### src/rtl/pte_eval_pkg.sv
package pte_eval_pkg;

    parameter int PTE_W    = 64;
    parameter int VA_W     = 39;
    parameter int PA_W     = 56;
    parameter int PG_SHIFT = 12;
    parameter int PPN_LSB  = 10;
    parameter int LVL_W    = 2;
    parameter int SHIFT_W  = 5;

    localparam int PPN_W   = PTE_W - 1 - PPN_LSB;
    localparam int VPN_W   = VA_W - PG_SHIFT;
    localparam int TZ_W    = $clog2(PPN_W + 1);
    localparam int MARK_B  = PTE_W - 1;

    typedef enum logic [1:0] {
        RES_LEAF  = 2'd0,
        RES_NEXT  = 2'd1,
        RES_FAULT = 2'd2
    } res_e;

    typedef struct packed {
        logic [PTE_W-1:0]   pte;
        logic [VA_W-1:0]    va;
        logic [LVL_W-1:0]   level;
        logic [SHIFT_W-1:0] sp_shift;
        logic               napot_en;
    } eval_req_t;

    typedef struct packed {
        res_e            code;
        logic [PA_W-1:0] pa;
        logic [PA_W-1:0] next_base;
    } eval_rsp_t;

    // Index of lowest set bit; PPN_W when the value is zero.
    function automatic logic [TZ_W-1:0] low_zero_run(input logic [PPN_W-1:0] v);
        logic [TZ_W-1:0] r;
        r = TZ_W'(PPN_W);
        for (int i = PPN_W - 1; i >= 0; i--) begin
            if (v[i]) r = TZ_W'(i);
        end
        return r;
    endfunction

endpackage

### src/rtl/pte_classify.sv
module pte_classify
    import pte_eval_pkg::*;
#(
    parameter int NAPOT_K    = 4,
    parameter int LAST_LEVEL = 2
) (
    input  eval_req_t        req,
    output res_e             code,
    output logic             napot_leaf,
    output logic [PPN_W-1:0] ppn
);

    logic       mark, vbit, ubit, abit, dbit;
    logic [2:0] rwx;
    logic [TZ_W-1:0] tz;
    logic       unused_bits;

    assign mark = req.pte[MARK_B];
    assign vbit = req.pte[0];
    assign rwx  = req.pte[3:1];
    assign ubit = req.pte[4];
    assign abit = req.pte[6];
    assign dbit = req.pte[7];
    assign unused_bits = ^{req.pte[9:8], req.pte[5]};

    // Marker cleared before the page number is taken
    assign ppn = req.pte[MARK_B-1:PPN_LSB];
    assign tz  = low_zero_run(ppn);

    always_comb begin
        code       = RES_FAULT;
        napot_leaf = 1'b0;
        if (!req.napot_en && mark) begin
            code = RES_FAULT;
        end else if (!vbit) begin
            code = RES_FAULT;
        end else if (rwx == 3'b000) begin
            code = (dbit | abit | ubit | mark) ? RES_FAULT : RES_NEXT;
        end else if (mark) begin
            // zero page number checked first: its run length is not meaningful
            if (ppn == '0) begin
                code = RES_FAULT;
            end else if (req.level != LVL_W'(LAST_LEVEL)) begin
                code = RES_FAULT;
            end else if ((int'(tz) + 1) != NAPOT_K) begin
                code = RES_FAULT;
            end else begin
                code       = RES_LEAF;
                napot_leaf = 1'b1;
            end
        end else begin
            code = RES_LEAF;
        end
    end

endmodule

### src/rtl/pte_addr_build.sv
module pte_addr_build
    import pte_eval_pkg::*;
#(
    parameter int NAPOT_K = 4
) (
    input  logic [PPN_W-1:0]    ppn,
    input  logic [VA_W-1:0]     va,
    input  logic [SHIFT_W-1:0]  sp_shift,
    input  logic                napot_leaf,
    output logic [PA_W-1:0]     leaf_pa,
    output logic [PA_W-1:0]     table_base
);

    localparam int PG_KEEP = PA_W - PG_SHIFT;

    logic [VPN_W-1:0] vpn;
    logic [PPN_W-1:0] pg;
    logic             unused_hi;

    assign vpn = va[VA_W-1:PG_SHIFT];

    for (genvar i = 0; i < PPN_W; i++) begin : g_pg_bit
        if (i < VPN_W) begin : g_mix
            logic in_region, in_super;
            assign in_region = napot_leaf && (i < NAPOT_K);
            assign in_super  = int'(sp_shift) > i;
            assign pg[i] = (ppn[i] & ~in_region) | (vpn[i] & (in_region | in_super));
        end else begin : g_keep
            assign pg[i] = ppn[i];
        end
    end

    assign leaf_pa    = {pg[PG_KEEP-1:0], va[PG_SHIFT-1:0]};
    assign table_base = {ppn[PG_KEEP-1:0], {PG_SHIFT{1'b0}}};
    assign unused_hi  = ^{pg[PPN_W-1:PG_KEEP], ppn[PPN_W-1:PG_KEEP]};

endmodule

### src/rtl/pte_rsp_stage.sv
module pte_rsp_stage
    import pte_eval_pkg::*;
(
    input  logic      clk,
    input  logic      rst,
    input  logic      in_valid,
    output logic      in_ready,
    input  eval_rsp_t in_rsp,
    output logic      out_valid,
    input  logic      out_ready,
    output eval_rsp_t out_rsp
);

    assign in_ready = !out_valid || out_ready;

    always_ff @(posedge clk) begin
        if (rst) begin
            out_valid <= 1'b0;
            out_rsp   <= '{code: RES_FAULT, pa: '0, next_base: '0};
        end else if (in_valid && in_ready) begin
            out_valid <= 1'b1;
            out_rsp   <= in_rsp;
        end else if (out_ready) begin
            out_valid <= 1'b0;
        end
    end

endmodule

### src/rtl/pte_eval.sv
module pte_eval
    import pte_eval_pkg::*;
#(
    parameter int NAPOT_K    = 4,
    parameter int LAST_LEVEL = 2
) (
    input  logic               clk,
    input  logic               rst,
    input  logic               req_valid,
    output logic               req_ready,
    input  logic [PTE_W-1:0]   req_pte,
    input  logic [VA_W-1:0]    req_va,
    input  logic [LVL_W-1:0]   req_level,
    input  logic [SHIFT_W-1:0] req_sp_shift,
    input  logic               napot_en,
    output logic               rsp_valid,
    input  logic               rsp_ready,
    output logic [1:0]         rsp_code,
    output logic [PA_W-1:0]    rsp_pa,
    output logic [PA_W-1:0]    rsp_next_base
);

    eval_req_t        req;
    res_e             cls_code;
    logic             napot_leaf;
    logic [PPN_W-1:0] ppn;
    logic [PA_W-1:0]  leaf_pa, table_base;
    eval_rsp_t        nxt, held;

    assign req = '{pte: req_pte, va: req_va, level: req_level,
                   sp_shift: req_sp_shift, napot_en: napot_en};

    pte_classify #(.NAPOT_K(NAPOT_K), .LAST_LEVEL(LAST_LEVEL)) u_cls (
        .req        (req),
        .code       (cls_code),
        .napot_leaf (napot_leaf),
        .ppn        (ppn)
    );

    pte_addr_build #(.NAPOT_K(NAPOT_K)) u_addr (
        .ppn        (ppn),
        .va         (req_va),
        .sp_shift   (req_sp_shift),
        .napot_leaf (napot_leaf),
        .leaf_pa    (leaf_pa),
        .table_base (table_base)
    );

    always_comb begin
        nxt.code      = cls_code;
        nxt.pa        = (cls_code == RES_LEAF) ? leaf_pa : '0;
        nxt.next_base = (cls_code == RES_NEXT) ? table_base : '0;
    end

    pte_rsp_stage u_stage (
        .clk       (clk),
        .rst       (rst),
        .in_valid  (req_valid),
        .in_ready  (req_ready),
        .in_rsp    (nxt),
        .out_valid (rsp_valid),
        .out_ready (rsp_ready),
        .out_rsp   (held)
    );

    assign rsp_code      = held.code;
    assign rsp_pa        = held.pa;
    assign rsp_next_base = held.next_base;

endmodule

### config.mk
export PLATFORM = sky130hd
export DESIGN_NAME = pte_eval
export DESIGN_NICKNAME = d
export VERILOG_FILES = /design/src/rtl/pte_eval_pkg.sv /design/src/rtl/pte_classify.sv /design/src/rtl/pte_addr_build.sv /design/src/rtl/pte_rsp_stage.sv /design/src/rtl/pte_eval.sv
export SDC_FILE = /design/constraint.sdc
export NUM_CORES = 1
export LEC_CHECK = 0
export ABC_CLOCK_PERIOD_IN_PS = 1600
export BUFFER_PORTS_ARGS = -buffer_cell sky130_fd_sc_hd__buf_4
export CAP_MARGIN = 20
export CORE_MARGIN = 10
export CORE_UTILIZATION = 35
export CTS_CLUSTER_DIAMETER = 120
export DETAILED_ROUTE_END_ITERATION = 12
export PLACE_DENSITY = 0.65
export SETUP_SLACK_MARGIN = 0.1
export SYNTH_ARGS = -nofsm -noshare
export SYNTH_HDL_FRONTEND = slang
export SYNTH_SLANG_ARGS = --single-unit
### constraint.sdc
create_clock -name clk -period 1.6 [get_ports clk]
set_input_delay 0.24 -clock clk [delete_from_list [all_inputs] [get_ports clk]]
set_output_delay 0.24 -clock clk [all_outputs]
set_load 0.01 [all_outputs]
==> results of run 1 <==
==> per-layer routing <==
layer | part of all wire (%) | vias up | GRT usage, %
met5 | 0 | - | 0
met4 | 2.5 | 0 | 7.08
met2 | 46 | 212 | 29.7
met3 | 12 | 25 | 8.07
li1 | - | 2099 | -
met1 | 40 | 2202 | 23.1
==> Yosys cell counts (all sizes together), types with 5 or more instances <==
library cell,count
nand2,28
inv,5
o211ai,13
clkbuf,28
a21o,7
a32oi,78
nor2,81
a21oi,24
dfxtp,103
buf,32
a221oi,5
==> cells by family (layout without fill, tap and decap cells) <==
| group | Yosys count | count (layout) | synth area share, % |
|---|---|---|---|
| flip-flops | 103 | 103 | 49.0 |
| other | 1 | 12 | 0.0890 |
| buffers and inverters | 65 | 256 | 7.40 |
| AND/OR/NAND/NOR | 128 | 128 | 12.8 |
| AO/OA/AOI/OAI | 161 | 161 | 30.7 |
==> registers in the layout (all words and copies together) (netlist names) <==
signal             flops
u_stage.out_rsp      102
u_stage.out_valid      1
==> layout make-up <==
class	count	area, µm²	area share (%)
Timing Repair Buffer	235	1870	29.3
Inverter	5	18.8	0.294
Clock buffer	10	239	3.74
Tap cell	147	184	2.88
Sequential cell	103	2060	32.3
Multi-Input combinational cell	301	1930	30.1
Clock inverter	6	92.6	1.45
==> power breakdown <==
group	internal, mW	leakage (nW)	switching (mW)
combinational	0.375	1.76	0.422
clock	1.42	0.155	0.986
sequential	2.60	0.833	0.0225
total	4.40	2.75	1.43
==> critical path, cell delays in order <==
cell      delay, ns
buf_4          0.11
or4b_4         0.58
o21ai_4        0.27
nand2_2        0.17
a221oi_1       0.28
==> how the worst max path moves through the flow <==
stage / endpoint / from / cells after the start / slack (ns)
floorplan: u_stage.out_rsp[113]$_SDFFE_PP1P_ / req_pte[10] / 4 / 0.10
global placement: u_stage.out_rsp[68]$_SDFFE_PP0P_ / req_pte[2] / 7 / -0.16
detailed placement: u_stage.out_rsp[69]$_SDFFE_PP0P_ / req_pte[10] / 5 / -0.21
CTS: req_ready / u_stage.out_valid$_SDFFE_PP0P_ / 3 / 0.14
global route: u_stage.out_rsp[68]$_SDFFE_PP0P_ / req_pte[10] / 5 / 0.1
finish: u_stage.out_rsp[68]$_SDFFE_PP0P_ / req_pte[10] / 5 / 0.18
==> what timing repair did <==
item                                    CTS  global route
endpoints found under the setup margin   56            19
hold buffers                              0             0
resized for setup                         2             3
pin swaps                                 0             1
==> impl_metrics.json, run 1 <==
{
  "synth_cells": 458,
  "cts_made_buffers": 9,
  "outcome": "completed",
  "critPathKind": "in2reg",
  "drive_gt1_share_pct": 40.2,
  "start_util_pct": 35.4,
  "slew_violations": 0,
  "detail-route-antenna-nets": 0,
  "final_area_um2": 6390,
  "path_max_fanout": 6,
  "fill_cells": 1119,
  "synth_edf_count": 0,
  "vdd_ir_drop_max_v": 0.000576,
  "dieArea_um2": 16800,
  "die-height_um": 130,
  "die_w_um": 130,
  "ys_warn_count": 0,
  "cap_violations": 0,
  "arrival_ns": 1.66,
  "power_mw": 5.83,
  "hold_path_class": "in2reg",
  "avgSynthCellArea_um2": 9.20,
  "grt_use_total_pct": 19.1,
  "post_dp_cell_area_um2": 6040,
  "grt_max_degree": 46,
  "ys_seq_area_share_pct": 49.0,
  "num_vias": 4538,
  "ys.flop_type": "dfxtp_1",
  "final_cell_mix": "buf_4, dfxtp_1, nor2_1, a32oi_1, nand2_1",
  "fin_crit_ns": 1.42,
  "antenna_found_initial": 0,
  "critPathCaptureType": "register",
  "clock_sink_count": 103,
  "post-dp-hpwl_um": 12600,
  "min_to": "u_stage.out_rsp[99]$_SDFFE_PP0P_",
  "netlist.area_leader.share_pct": 49.0,
  "final_core_util_pct": 53.7,
  "setup_tns_ns": 0,
  "worst_slack_ns": 0.182,
  "clkLatencyLatePin_ns": 0.34,
  "wire_per_inst_um": 21.1,
  "fp.coreArea_um2": 11900,
  "grt_pass1_wl_um": 25400,
  "critPathLaunchType": "primary input",
  "drt-total-wl_um": 17000,
  "drtIter0Drc": 324,
  "rows": 40,
  "postCtsSetupRepairBufs": 0,
  "synth.largest_area_cell": "dfxtp_1",
  "rsz0062_at_grt": "yes",
  "final_common_cell": "buf_4",
  "power.density_nw_per_um2": 912,
  "maxClockFrequency_mhz": 705,
  "io_pins": 231,
  "worstReg2RegStart": "u_stage.out_valid$_SDFFE_PP0P_",
  "cts_buffer_depth": 2,
  "leakagePower_nw": 2.75,
  "gp_congestion": 0.809,
  "period_share_pct": 88.6,
  "path_clk_slew_ns": 0.07,
  "hold_depth": 3,
  "overflow": 0,
  "synth_area_leaders": "dfxtp_1, a32oi_1, nor2_1",
  "layout.nets": 770,
  "n_antenna_cell": 0,
  "pre_cts_slack_ns": -0.205,
  "ys_seq_elements": 103,
  "tritoncts": "built",
  "dp.cells": 791,
  "finalHoldViolations": 0,
  "via_per_inst": 5.62,
  "fin_skew_ns": 0.00418,
  "htree_levels": 3,
  "grt_pass1_vias": 4588,
  "reg2reg_depth": 5,
  "fin_hold_ws_ns": 0.157,
  "syn_area_um2": 4210,
  "hp-start": "req_pte[41]",
  "cp.required_ns": 1.85,
  "r2r_end": "u_stage.out_rsp[72]$_SDFFE_PP0P_",
  "area_growth_pct": 51.8,
  "synth.distinct_cells": 44,
  "drtPass1Iterations": 5,
  "rrSetupSlack_ns": 0.21,
  "async_flop_share_pct": 0,
  "final_cells": 807,
  "finalSetupViolCount": 0,
  "root_buffer": "clkbuf_16",
  "port_buffers": 206,
  "post-route-drc-count": 0
}
No activity file was read; power rests on OpenSTA's default activity.
==> run 2, diff against run 1 <==
--- a/config.mk
+++ b/config.mk
@@ -5,14 +5,14 @@
 export SDC_FILE = /design/constraint.sdc
 export NUM_CORES = 1
 export LEC_CHECK = 0
-export ABC_CLOCK_PERIOD_IN_PS = 1600
+export ABC_CLOCK_PERIOD_IN_PS = 1800
 export BUFFER_PORTS_ARGS = -buffer_cell sky130_fd_sc_hd__buf_4
 export CAP_MARGIN = 20
 export CORE_MARGIN = 10
-export CORE_UTILIZATION = 35
+export CORE_UTILIZATION = 42
 export CTS_CLUSTER_DIAMETER = 120
 export DETAILED_ROUTE_END_ITERATION = 12
-export PLACE_DENSITY = 0.65
+export PLACE_DENSITY = 0.76
 export SETUP_SLACK_MARGIN = 0.1
 export SYNTH_ARGS = -nofsm -noshare
 export SYNTH_HDL_FRONTEND = slang
==> constraint.sdc (replaced) <==
create_clock -name clk -period 1.8 [get_ports clk]
set_input_delay 0.27 -clock clk [delete_from_list [all_inputs] [get_ports clk]]
set_output_delay 0.27 -clock clk [all_outputs]
set_load 0.01 [all_outputs]
==> impl_metrics.json, run 2 (synthesis gave the netlist of run 1 again) <==
{
  "outcome": "completed",
  "die-height_um": 120,
  "detail-route-antenna-nets": 0,
  "crit_buf_inv": 2,
  "period_share_pct": 89.3,
  "top_regs": "u_stage.out_rsp (102), u_stage.out_valid (1)",
  "vdd_ir_drop_max_v": 0.000383,
  "hold_path_class": "in2reg",
  "root_buffer": "clkbuf_8",
  "cp.required_ns": 1.53,
  "antenna_found_initial": 0,
  "grt_max_degree": 41,
  "path_max_fanout": 3,
  "drive_gt1_share_pct": 38.8,
  "path_clk_slew_ns": 0.10,
  "gp_congestion": 0.814,
  "drtPass1Iterations": 4,
  "power.density_nw_per_um2": 707,
  "n_antenna_cell": 0,
  "start_util_pct": 43.1,
  "io_pins": 231,
  "largest_reg_flops": 102,
  "port_buffers": 206,
  "htree_levels": 3,
  "critPathKind": "reg2out",
  "grt_use_total_pct": 20.8,
  "slew_violations": 0,
  "dieArea_um2": 14400,
  "fin_skew_ns": 0.0111,
  "rows": 36,
  "wire_per_inst_um": 20.1,
  "cts_buffer_depth": 2,
  "crit_family": "buffers and inverters",
  "die_w_um": 120,
  "clock_sink_count": 103,
  "setup_tns_ns": 0,
  "post-dp-hpwl_um": 11700,
  "fp.coreArea_um2": 9770,
  "area_growth_pct": 45.0,
  "post-route-drc-count": 0,
  "grt_pass1_wl_um": 24800,
  "overflow": 0,
  "cpPeakStageDelay_ns": 0.34,
  "regMostFlops": "u_stage.out_rsp",
  "final_cell_mix": "buf_4, dfxtp_1, nor2_1, a32oi_1, nand2_1",
  "via_per_inst": 5.73,
  "arrival_ns": 1.34,
  "finalSetupViolCount": 0,
  "cpMaxStageDelayCell": "dfxtp_1",
  "grt_pass1_vias": 4593,
  "tritoncts": "built",
  "drtIter0Drc": 349,
  "critPathLaunchType": "register",
  "fin_crit_ns": 1.61,
  "rsz0062_at_grt": "no",
  "power_mw": 4.32,
  "finalHoldViolations": 0,
  "layout.nets": 759,
  "leakagePower_nw": 2.61,
  "hold_buffers": 0,
  "critPathCaptureType": "output port",
  "maxClockFrequency_mhz": 622,
  "drt-total-wl_um": 15700,
  "final_common_cell": "buf_4",
  "cap_violations": 0,
  "path_cells": "nor2b_2, inv_1, buf_4",
  "clkLatencyLatePin_ns": 0.37,
  "num_vias": 4481,
  "cts_made_buffers": 9
}
==> run 2: final timing paths <==
| kind | from | end | slack (ns) | cells past startpoint |
|---|---|---|---|---|
| setup / recovery | u_stage.out_valid$_SDFFE_PP0P_ | req_ready | 0.19 | 3 |
| setup reg to reg | u_stage.out_valid$_SDFFE_PP0P_ | u_stage.out_rsp[77]$_SDFFE_PP0P_ | 0.21 | 6 |
| hold / removal | req_pte[32] | u_stage.out_rsp[34]$_SDFFE_PP0P_ | 0.17 | 3 |
| hold reg to reg | u_stage.out_rsp[84]$_SDFFE_PP0P_ | u_stage.out_rsp[84]$_SDFFE_PP0P_ | 0.46 | 2 |
==> run 2: what timing repair did <==
action / in CTS / in global routing
hold endpoints to repair: 0 / 0
endpoints found under the setup margin: 17 / 79
setup buffers: 0 / 2
pin swaps: 0 / 1
resized for setup: 1 / 2
==> run 2: final cells by class <==
class	count	area (µm²)
clock inverter	6	43.8
timing repair buffer	224	1770
clock buffer	10	128
tap	133	166
fill	853	3670
multi-input combinational	301	1920
inverter	5	18.8
sequential	103	2060
==> run 2: metrics by stage <==
step	util, %	setup slack (ns)	cell area, µm²	hold WS [ns]	instances
after CTS	62.2	0.113	6080	0.155	780
final	62.5	0.193	6110	0.166	782
after global routing	62.5	0.101	6110	0.161	782
after global placement	60.4	0.0330	5900	0.440	764
after detailed placement	60.4	0.00673	5900	0.448	764
after floorplan	-	0.191	4250	0.429	469
==> run 2: power breakdown <==
part | switching [mW] | internal, mW
Combinational | 0.360 | 0.312
Sequential | 0.0199 | 2.31
Clock | 0.803 | 0.512
==> run 2: routing by layer <==
layer  vias to the layer above  track usage (%)  share of wire [%]
met4                         0             5.43                1.4
met2                       207             34.2                 48
met5                         -                0                  0
met1                      2167             24.3                 40
li1                       2088                -                  -
met3                        19             9.05                 11
==> run 2: tightest hold or removal path, stage by stage <==
cell	delay (ns)
buf_4	0.09
a32oi_1	0.08
nor2_1	0.07
==> run 3, diff against run 2 <==
--- a/config.mk
+++ b/config.mk
@@ -5,7 +5,7 @@
 export SDC_FILE = /design/constraint.sdc
 export NUM_CORES = 1
 export LEC_CHECK = 0
-export ABC_CLOCK_PERIOD_IN_PS = 1800
+export ABC_CLOCK_PERIOD_IN_PS = 1650
 export BUFFER_PORTS_ARGS = -buffer_cell sky130_fd_sc_hd__buf_4
 export CAP_MARGIN = 20
 export CORE_MARGIN = 10
==> constraint.sdc (replaced) <==
create_clock -name clk -period 1.65 [get_ports clk]
set_input_delay 0.2475 -clock clk [delete_from_list [all_inputs] [get_ports clk]]
set_output_delay 0.2475 -clock clk [all_outputs]
set_load 0.01 [all_outputs]
==> impl_metrics.json, run 3 (synthesis gave the netlist of run 1 again) <==
{
  "outcome": "completed",
  "fill_cells": 848,
  "period_share_pct": 90.2,
  "grt_use_total_pct": 21.0,
  "rsz0062_at_grt": "yes",
  "die-height_um": 120,
  "postCtsSetupRepairBufs": 0,
  "path_clk_slew_ns": 0.09,
  "worst_slack_ns": 0.162,
  "start_util_pct": 43.1,
  "overflow": 0,
  "htree_levels": 3,
  "detail-route-antenna-nets": 0,
  "cts_buffer_depth": 2,
  "clkLatencyLatePin_ns": 0.36,
  "critPathKind": "reg2out",
  "cpPeakStageDelay_ns": 0.35,
  "finalHoldViolations": 0,
  "path_cells": "nor2b_4, inv_1, buf_4",
  "wire_per_inst_um": 20.3,
  "vdd_ir_drop_max_v": 0.000552,
  "top_regs": "u_stage.out_rsp (102), u_stage.out_valid (1)",
  "n_antenna_cell": 0,
  "post-dp-hpwl_um": 11600,
  "crit_family": "flip-flops",
  "antenna_found_initial": 0,
  "rows": 36,
  "drive_gt1_share_pct": 39.2,
  "cpMaxStageDelayCell": "dfxtp_1",
  "critPathCaptureType": "output port",
  "fin_crit_ns": 1.49,
  "cp.required_ns": 1.40,
  "use_met3_pct": 10.7,
  "dp.cells": 769,
  "crit_buf_inv": 2,
  "drt-total-wl_um": 15900,
  "pre_cts_slack_ns": -0.122,
  "final_common_cell": "buf_4",
  "fin_skew_ns": 0.00531,
  "regMostFlops": "u_stage.out_rsp",
  "num_vias": 4426,
  "power.density_nw_per_um2": 789,
  "final_cell_mix": "buf_4, dfxtp_1, nor2_1, a32oi_1, nand2_1",
  "use_met1_pct": 23.1,
  "grt_max_degree": 47,
  "path_max_fanout": 3,
  "top_usage_layer": "met2",
  "largest_reg_flops": 102,
  "grt_pass1_wl_um": 24800,
  "hold_path_class": "in2reg",
  "layout.nets": 762,
  "gp_congestion": 0.834,
  "dieArea_um2": 14400,
  "root_buffer": "clkbuf_8",
  "critPathLaunchType": "register",
  "die_w_um": 120,
  "final_area_um2": 6200,
  "fp.coreArea_um2": 9770,
  "grtUsageMet2_pct": 34.8,
  "slew_violations": 0,
  "drtPass1Iterations": 5,
  "post-route-drc-count": 0,
  "finalSetupViolCount": 0,
  "grt_pass1_vias": 4535,
  "tritoncts": "built",
  "cap_violations": 0,
  "post_dp_cell_area_um2": 5990,
  "io_pins": 231,
  "drtIter0Drc": 367,
  "final_cells": 784,
  "arrival_ns": 1.24,
  "clock_sink_count": 103,
  "via_per_inst": 5.65,
  "maxClockFrequency_mhz": 672,
  "port_buffers": 206,
  "cts_made_buffers": 9,
  "leakagePower_nw": 2.65,
  "area_growth_pct": 47.3
}
-- run 3: changes by cell type in the layout (fill, tap and decap cells not counted), sizes merged --
cell	previous run	this run
clkinv	3	2
bufinv	0	1
inv	7	5
buf	224	227
clkinvlp	1	2
-- run 3: cell type report --
type / count / area [µm²] / area share [%]
Clock buffer: 10 / 138 / 2.22
Clock inverter: 5 / 58.8 / 0.948
Inverter: 5 / 18.8 / 0.303
Multi-Input combinational cell: 301 / 1930 / 31.0
Sequential cell: 103 / 2060 / 33.2
Tap cell: 133 / 166 / 2.68
Timing Repair Buffer: 227 / 1830 / 29.6
-- run 3: where the power goes --
| group | switching (mW) | total, mW | internal (mW) |
|---|---|---|---|
| registers | 0.0221 | 2.55 | 2.52 |
| logic | 0.395 | 0.749 | 0.354 |
| clock network | 0.864 | 1.60 | 0.735 |
| total | 1.28 | 4.89 | 3.61 |
-- run 3: through the flow --
stage | utilization, % | total power [mW] | setup TNS (ns) | hold WS (ns)
finish | 63.5 | 4.89 | 0 | 0.135
floorplan | - | 2.93 | 0 | 0.407
global placement | 61.3 | 3.33 | -1.43 | 0.444
CTS | 63.3 | 4.92 | 0 | 0.121
global route | 63.5 | 5.09 | 0 | 0.131
detailed placement | 61.3 | 3.34 | -2.89 | 0.450
-- run 3: worst paths after layout --
kind | from | endpoint | slack, ns | depth (start not counted)
setup / recovery | u_stage.out_valid$_SDFFE_PP0P_ | req_ready | 0.16 | 3
hold / removal | req_va[10] | u_stage.out_rsp[66]$_SDFFE_PP0P_ | 0.14 | 3
setup reg to reg | u_stage.out_valid$_SDFFE_PP0P_ | u_stage.out_rsp[69]$_SDFFE_PP0P_ | 0.23 | 4
hold reg to reg | u_stage.out_rsp[79]$_SDFFE_PP0P_ | u_stage.out_rsp[79]$_SDFFE_PP0P_ | 0.46 | 2
-- run 3: tightest hold or removal path: stages --
cell     delay, ns
buf_4         0.08
a32oi_1       0.07
nor2_1        0.07
-- run 3: repair_timing --
| item | in CTS | in global routing |
|---|---|---|
| endpoints found under the setup margin | 27 | 57 |
| gates cloned | 0 | 0 |
| resized for setup | 1 | 2 |
| endpoints found under the hold margin | 0 | 0 |
| hold buffers | 0 | 0 |
-- run 3: per-layer routing --
layer  part of all wire (%)  vias to the layer above
li1                       -                     2084
met1                     38                     2120
met2                     48                      203
met3                     13                       19
met4                    1.5                        0
met5                      0                        -
